### src/rtl/synth_div_pkg.sv
package synth_div_pkg;

    // Default division settings of the synthesizer
    localparam int unsigned DEF_REF_DIV  = 1536;
    localparam int unsigned DEF_PRE_DIV  = 64;
    localparam int unsigned DEF_PROG_MIN = 256;
    localparam int unsigned DEF_PROG_MAX = 8191;
    localparam int unsigned DEF_CHAN_N   = 64;
    localparam int unsigned DEF_RATIO_W  = 13;

    // Phase detector state pair
    typedef struct packed {
        logic up;
        logic dn;
    } pump_t;

endpackage

### src/rtl/synth_ref_div.sv
module synth_ref_div #(
    parameter int unsigned DIV = 1536
) (
    input  logic clk,
    input  logic rst_n,
    input  logic en,
    output logic tick_o
);
    localparam int unsigned CW = (DIV > 2) ? $clog2(DIV) : 1;

    typedef struct packed {
        logic [CW-1:0] cnt;
        logic          tick;
    } rdiv_t;

    rdiv_t st_d, st_q;

    always_comb begin
        st_d      = st_q;
        st_d.tick = 1'b0;
        if (en) begin
            if (st_q.cnt == CW'(DIV - 1)) begin
                st_d.cnt  = '0;
                st_d.tick = 1'b1;
            end else begin
                st_d.cnt = st_q.cnt + 1'b1;
            end
        end
    end

    always_ff @(posedge clk or negedge rst_n) begin
        if (!rst_n) st_q <= '0;
        else        st_q <= st_d;
    end

    assign tick_o = st_q.tick;

    AST_REF_TICK_NEEDS_EN: assert property (@(posedge clk) disable iff (!rst_n)
        tick_o |-> $past(en));
    AST_REF_TICK_SINGLE: assert property (@(posedge clk) disable iff (!rst_n)
        tick_o |=> !tick_o);

endmodule

### src/rtl/synth_chan_tbl.sv
module synth_chan_tbl #(
    parameter int unsigned CHAN_N   = 64,
    parameter int unsigned RATIO_W  = 13,
    parameter int unsigned PROG_MIN = 256,
    parameter int unsigned PROG_MAX = 8191
) (
    input  logic                          clk,
    input  logic                          rst_n,
    input  logic                          wr_en,
    input  logic [$clog2(CHAN_N)-1:0]     wr_addr,
    input  logic [RATIO_W-1:0]            wr_ratio,
    input  logic [$clog2(CHAN_N)-1:0]     rd_addr,
    output logic [RATIO_W-1:0]            rd_ratio
);
    localparam int unsigned AW = $clog2(CHAN_N);
    localparam logic [RATIO_W-1:0] LO = RATIO_W'(PROG_MIN);
    localparam logic [RATIO_W-1:0] HI = RATIO_W'(PROG_MAX);

    logic [RATIO_W-1:0] wr_fit;
    logic [RATIO_W-1:0] ent_all [CHAN_N];

    // Clamp the incoming ratio once, shared by all entries
    always_comb begin
        if (wr_ratio < LO)      wr_fit = LO;
        else if (wr_ratio > HI) wr_fit = HI;
        else                    wr_fit = wr_ratio;
    end

    for (genvar e = 0; e < CHAN_N; e++) begin : g_ent
        logic [RATIO_W-1:0] ent_d, ent_q;

        always_comb begin
            ent_d = ent_q;
            if (wr_en && (wr_addr == AW'(e))) ent_d = wr_fit;
        end

        always_ff @(posedge clk or negedge rst_n) begin
            if (!rst_n) ent_q <= LO;
            else        ent_q <= ent_d;
        end

        assign ent_all[e] = ent_q;

        AST_ENTRY_IN_RANGE: assert property (@(posedge clk) disable iff (!rst_n)
            (ent_q >= LO) && (ent_q <= HI));
    end

    assign rd_ratio = ent_all[rd_addr];

endmodule

### src/rtl/synth_fb_div.sv
module synth_fb_div #(
    parameter int unsigned PRE_DIV  = 64,
    parameter int unsigned RATIO_W  = 13,
    parameter int unsigned PROG_MIN = 256,
    parameter int unsigned PROG_MAX = 8191
) (
    input  logic               clk,
    input  logic               rst_n,
    input  logic               en,
    input  logic               load_vld,
    input  logic [RATIO_W-1:0] load_ratio,
    output logic               tick_o
);
    localparam int unsigned PW = (PRE_DIV > 2) ? $clog2(PRE_DIV) : 1;
    localparam logic [RATIO_W-1:0] LO = RATIO_W'(PROG_MIN);
    localparam logic [RATIO_W-1:0] HI = RATIO_W'(PROG_MAX);

    typedef struct packed {
        logic [PW-1:0]      pre;
        logic [RATIO_W-1:0] pc;
        logic [RATIO_W-1:0] ratio;
        logic [RATIO_W-1:0] pend;
        logic               tick;
    } fdiv_t;

    fdiv_t st_d, st_q;
    logic  pre_wrap;
    logic  term;

    assign pre_wrap = en && (st_q.pre == PW'(PRE_DIV - 1));
    assign term     = pre_wrap && (st_q.pc == (st_q.ratio - 1'b1));

    always_comb begin
        st_d      = st_q;
        st_d.tick = 1'b0;
        if (load_vld) st_d.pend = load_ratio;
        if (en) begin
            st_d.pre = pre_wrap ? '0 : st_q.pre + 1'b1;
        end
        if (pre_wrap) begin
            if (term) begin
                st_d.pc    = '0;
                st_d.tick  = 1'b1;
                st_d.ratio = load_vld ? load_ratio : st_q.pend;
            end else begin
                st_d.pc = st_q.pc + 1'b1;
            end
        end
    end

    always_ff @(posedge clk or negedge rst_n) begin
        if (!rst_n) begin
            st_q       <= '0;
            st_q.ratio <= LO;
            st_q.pend  <= LO;
        end else begin
            st_q <= st_d;
        end
    end

    assign tick_o = st_q.tick;

    AST_RATIO_ONLY_AT_TERM: assert property (@(posedge clk) disable iff (!rst_n)
        !$past(term) |-> $stable(st_q.ratio));
    AST_RATIO_IN_RANGE: assert property (@(posedge clk) disable iff (!rst_n)
        (st_q.ratio >= LO) && (st_q.ratio <= HI));
    AST_PEND_HOLDS: assert property (@(posedge clk) disable iff (!rst_n)
        !$past(load_vld) |-> $stable(st_q.pend));
    AST_FB_TICK_NEEDS_EN: assert property (@(posedge clk) disable iff (!rst_n)
        tick_o |-> $past(en));

endmodule

### src/rtl/synth_pfd.sv
module synth_pfd
    import synth_div_pkg::*;
(
    input  logic clk,
    input  logic rst_n,
    input  logic ref_tick,
    input  logic fb_tick,
    output logic up_o,
    output logic dn_o
);
    pump_t st_d, st_q;
    logic  pair;

    assign pair = st_q.up && st_q.dn;

    always_comb begin
        st_d.up = ref_tick || (st_q.up && !pair);
        st_d.dn = fb_tick  || (st_q.dn && !pair);
    end

    always_ff @(posedge clk or negedge rst_n) begin
        if (!rst_n) st_q <= '0;
        else        st_q <= st_d;
    end

    assign up_o = st_q.up;
    assign dn_o = st_q.dn;

    AST_UP_ON_REF: assert property (@(posedge clk) disable iff (!rst_n)
        ref_tick |=> up_o);
    AST_DN_ON_FB: assert property (@(posedge clk) disable iff (!rst_n)
        fb_tick |=> dn_o);
    AST_UP_HOLDS: assert property (@(posedge clk) disable iff (!rst_n)
        (up_o && !dn_o) |=> up_o);
    AST_DN_HOLDS: assert property (@(posedge clk) disable iff (!rst_n)
        (dn_o && !up_o) |=> dn_o);
    AST_PAIR_CLEARS: assert property (@(posedge clk) disable iff (!rst_n)
        (up_o && dn_o && !ref_tick && !fb_tick) |=> (!up_o && !dn_o));

endmodule

### src/rtl/synth_divctl.sv
module synth_divctl
    import synth_div_pkg::*;
#(
    parameter int unsigned REF_DIV  = DEF_REF_DIV,
    parameter int unsigned PRE_DIV  = DEF_PRE_DIV,
    parameter int unsigned PROG_MIN = DEF_PROG_MIN,
    parameter int unsigned PROG_MAX = DEF_PROG_MAX,
    parameter int unsigned CHAN_N   = DEF_CHAN_N,
    parameter int unsigned RATIO_W  = DEF_RATIO_W
) (
    input  logic                      clk,
    input  logic                      rst_n,
    input  logic                      ref_en,
    input  logic                      fb_en,
    input  logic [$clog2(CHAN_N)-1:0] chan_sel,
    input  logic                      chan_chg,
    input  logic                      wr_en,
    input  logic [$clog2(CHAN_N)-1:0] wr_addr,
    input  logic [RATIO_W-1:0]        wr_ratio,
    output logic                      pump_up,
    output logic                      pump_dn,
    output logic                      ref_div_o,
    output logic                      fb_div_o
);
    logic [RATIO_W-1:0] sel_ratio;
    logic               ref_tick;
    logic               fb_tick;

    synth_ref_div #(.DIV(REF_DIV)) i_ref_div (
        .clk    (clk),
        .rst_n  (rst_n),
        .en     (ref_en),
        .tick_o (ref_tick)
    );

    synth_chan_tbl #(
        .CHAN_N   (CHAN_N),
        .RATIO_W  (RATIO_W),
        .PROG_MIN (PROG_MIN),
        .PROG_MAX (PROG_MAX)
    ) i_chan_tbl (
        .clk      (clk),
        .rst_n    (rst_n),
        .wr_en    (wr_en),
        .wr_addr  (wr_addr),
        .wr_ratio (wr_ratio),
        .rd_addr  (chan_sel),
        .rd_ratio (sel_ratio)
    );

    synth_fb_div #(
        .PRE_DIV  (PRE_DIV),
        .RATIO_W  (RATIO_W),
        .PROG_MIN (PROG_MIN),
        .PROG_MAX (PROG_MAX)
    ) i_fb_div (
        .clk        (clk),
        .rst_n      (rst_n),
        .en         (fb_en),
        .load_vld   (chan_chg),
        .load_ratio (sel_ratio),
        .tick_o     (fb_tick)
    );

    synth_pfd i_pfd (
        .clk      (clk),
        .rst_n    (rst_n),
        .ref_tick (ref_tick),
        .fb_tick  (fb_tick),
        .up_o     (pump_up),
        .dn_o     (pump_dn)
    );

    assign ref_div_o = ref_tick;
    assign fb_div_o  = fb_tick;

endmodule

### config.mk
export PLATFORM = sky130hd
export DESIGN_NAME = synth_divctl
export DESIGN_NICKNAME = d
export VERILOG_FILES = /design/src/rtl/synth_div_pkg.sv /design/src/rtl/synth_ref_div.sv /design/src/rtl/synth_chan_tbl.sv /design/src/rtl/synth_fb_div.sv /design/src/rtl/synth_pfd.sv /design/src/rtl/synth_divctl.sv
export SDC_FILE = /design/constraint.sdc
export NUM_CORES = 2
export LEC_CHECK = 0
export ABC_CLOCK_PERIOD_IN_PS = 3280
export BUFFER_PORTS_ARGS = -buffer_cell sky130_fd_sc_hd__buf_4
export CAP_MARGIN = 20
export CORE_MARGIN = 2
export CORE_UTILIZATION = 25
export CTS_CLUSTER_DIAMETER = 40
export DETAILED_ROUTE_END_ITERATION = 8
export GPL_TIMING_DRIVEN = 1
export RECOVER_POWER = 50
export SKIP_CTS_REPAIR_TIMING = 1
export SYNTH_ARGS = -nofsm -noshare
export SYNTH_HDL_FRONTEND = slang
export SYNTH_SLANG_ARGS = --single-unit
export TNS_END_PERCENT = 100
### constraint.sdc
create_clock -name clk -period 3.28 [get_ports clk]
set_clock_uncertainty 0.15 [all_clocks]
set_input_delay 0.328 -clock clk [delete_from_list [all_inputs] [get_ports clk]]
set_output_delay 0.328 -clock clk [all_outputs]
set_load 0.02 [all_outputs]
==> reports/qor.txt <==
DR iter-0 viols: 2196
Die Ht: 403 um
global-route usage over all layers: 13.6%
Slew Viols, Final: 111
Crit path largest cell delay: 0.55 ns
first-pass GRT wire length: 171 mm
clk slew on worst S/H paths: 0.05 ns
Worst Setup End Kind: register
CTS tree: built
CP max stage cell: or4_1
outcome: finished with violations
Synth warnings: 0
Yosys cell types: 65
detailed-route via count: 26900
final core utilization: 30.2%
R2R setup slack: 0.26 ns
hpwl dp: 69.1 mm
Crit Path Class: reg2reg
CP arrival: 3.49 ns
Initial Util: 25.1%
RSZ-0062 raised after global routing: false
die width: 403 um
worst-path cell chain: or4_1, nor4b_1, xnor2_1, o211ai_2, nor4_4, buf_4, mux2_2
clock sinks: 892
setup violators final: 0
Syn Area/Cell: 11.6 sq um
Worst Tran Pin Value: 1.65 ns
Final nets: 3519
DRC viols: 0
placed cells: 5414
total congestion overflow: 0
clock latency on the worst-skew pair: 0.74 ns
Routed WL: 110 mm
Longest Clk Path Bufs: 3
synth cell count leaders: 826 x dfrtp_1, 700 x nand2_1, 606 x o21ai_0
Core ar.: 158000 sq um
r2r startpoint: i_fb_div.st_q[18]
FF-to-FF path depth: 7
setup TNS: 0 ns
antenna violations before repair: 4
critical path fanouts, max: 10
P&R area growth vs syn: 20.1%
crit path from: i_fb_div.st_q[18]
number of port buffers: 34
pwr dens: 655 nW/um^2
clock tree root buffer cell: clkbuf_16
gpl congestion: 0.849
row cnt: 146
vias in the first global route: 27400
count leader, synth: dfrtp_1
Syn Inst Count: 3416
area of the mapped netlist: 39800 sq um
Fmax: 331 MHz
Post-synth ARST share: 100%
Primary FF master, synth: dfrtp_1
Total Die Area: 162000 sq um
Tcrit/Tclk final: 92.1%
largest cells by area after synthesis: dfrtp_1 52%, mux4_2 9.3%, o21ai_0 7.6%, mux2_2 7.4%, nand2_1 6.6%
Power Total: 31300 uW
WHS: -0.0182 ns
min-delay worst type: in2reg
share of the synthesized area in the top cell type: 52.0%
crit start category: register
fillers: 16000
failing checks: negative hold slack, max-capacitance violations, max-slew violations
largest net degree at the start of global routing: 115
H-Tree Depth: 4
Synth area leader: dfrtp_1
max cap viols: 2
1st-pass router iterations: 5
Tmin final: 3.02 ns
EDFF count, synth: 0
P_leak: 0.0210 uW
Fin. Hold Viols: 5
Net Count, Synth: 3451
Final ANT Viol Nets: 0
Critical R2R Capture: i_fb_div.st_q[26]
drt wl/cell: 19.4 um
number of buffers created by CTS: 135
register area share after synthesis: 56.3%
CP Capture Point: i_fb_div.st_q[26]
final non-filler cell total: 5667
Top-Level Pins: 35
worst path required time: 3.75 ns
drt via density: 4.75
Worst VDD drop: 0.479 mV
FF+latch count, synth: 892
fraction of layout cells with a size suffix above 1: 25.7%
relative slew slack: -9.88%
==> placed cells by master (no fill, tap or decap), drive strengths merged, types with 29 or more instances in the layout <==
cell,count
mux2i,137
inv,29
dfrtp,826
clkbuf,225
mux4,165
mux2,270
o22ai,34
dfstp,66
nand2,700
nor2,47
clkinv,36
buf,167
nor3,34
o21ai,606
==> registers in the layout, indices dropped and copies added (netlist names) <==
| name | flops |
|---|---|
| i_pfd.up_o | 1 |
| i_fb_div.tick_o | 1 |
| i_fb_div.st_q | 45 |
| i_pfd.dn_o | 1 |
| i_ref_div.tick_o | 1 |
| i_chan_tbl.g_ent.ent_q | 832 |
| i_ref_div.st_q | 11 |
==> power by group <==
part           leakage, uW  internal [uW]  switching, uW  total, uW
Combinational      0.00706           1610           1760       3370
Clock              0.00226           9130           5510      14600
Sequential          0.0117          12500            763      13300
Total               0.0210          23300           8040      31300
==> cell type report <==
cell class                      count  area, sq um  share of cell area [%]
Timing Repair Buffer              231         1920                    4.02
Multi-Input combinational cell   2213        16100                    33.8
Inverter                           11         41.3                  0.0864
Antenna cell                        1         2.50                 0.00524
Tap cell                         2072         2590                    5.43
Sequential cell                   892        22400                    46.9
Clock buffer                      166         3670                    7.68
Clock inverter                     81         1000                    2.10
==> worst min path at each step <==
stage                startpoint                             to  slack (ns)  depth (start not counted)
finish              wr_ratio[7]  i_chan_tbl.g_ent[24].ent_q[7]       -0.02                          4
global route        wr_ratio[7]  i_chan_tbl.g_ent[26].ent_q[7]       0.006                          4
CTS                       rst_n  i_chan_tbl.g_ent[17].ent_q[1]       -0.62                          1
detailed placement        rst_n  i_chan_tbl.g_ent[13].ent_q[2]        0.17                          1
global placement          rst_n  i_chan_tbl.g_ent[13].ent_q[2]        0.16                          1
floorplan                 rst_n   i_chan_tbl.g_ent[0].ent_q[0]       -0.12                          0
==> worst max-delay path, delay by kind of cell (launching register included) <==
kind,cells,cell delay (ns)
and+or+nand+nor,3,1.28
DFF,1,0.44
muxes,1,0.36
buffers and inverters,1,0.29
xor gates and xnor gates,1,0.19
AOI/OAI and AO/OA,1,0.18
==> metal layers <==
metal	GRT usage, %	part of all wire (%)
met1	19.2	46
met2	20.4	45
met3	3.54	6.8
met4	4.34	2.5
met5	0	0.037
==> per-stage QoR <==
step | hold WS [ns] | worst slack (ns) | cell area (sq um)
floorplan | -0.118 | 0.331 | 39800
global route | 0.00565 | 0.0859 | 47800
CTS | -0.619 | 0.278 | 48000
finish | -0.0182 | 0.258 | 47800
global placement | 0.163 | 0.0537 | 43300
detailed placement | 0.172 | 0.132 | 43300
==> logic make-up (layout without fill, tap and decap cells) <==
logic type	after synthesis	after routing	share of synthesized area, %
flip-flops	892	892	56.3
other	0	1	0
XOR/XNOR	38	38	0.837
AND/OR/NAND/NOR	867	867	8.90
AO/OA/AOI/OAI	732	732	10.1
adder cells (fa/ha/maj)	4	4	0.126
buffers and inverters	311	489	3.16
multiplexers	572	572	20.5
Note: power is estimated with default switching activity, not from simulation.
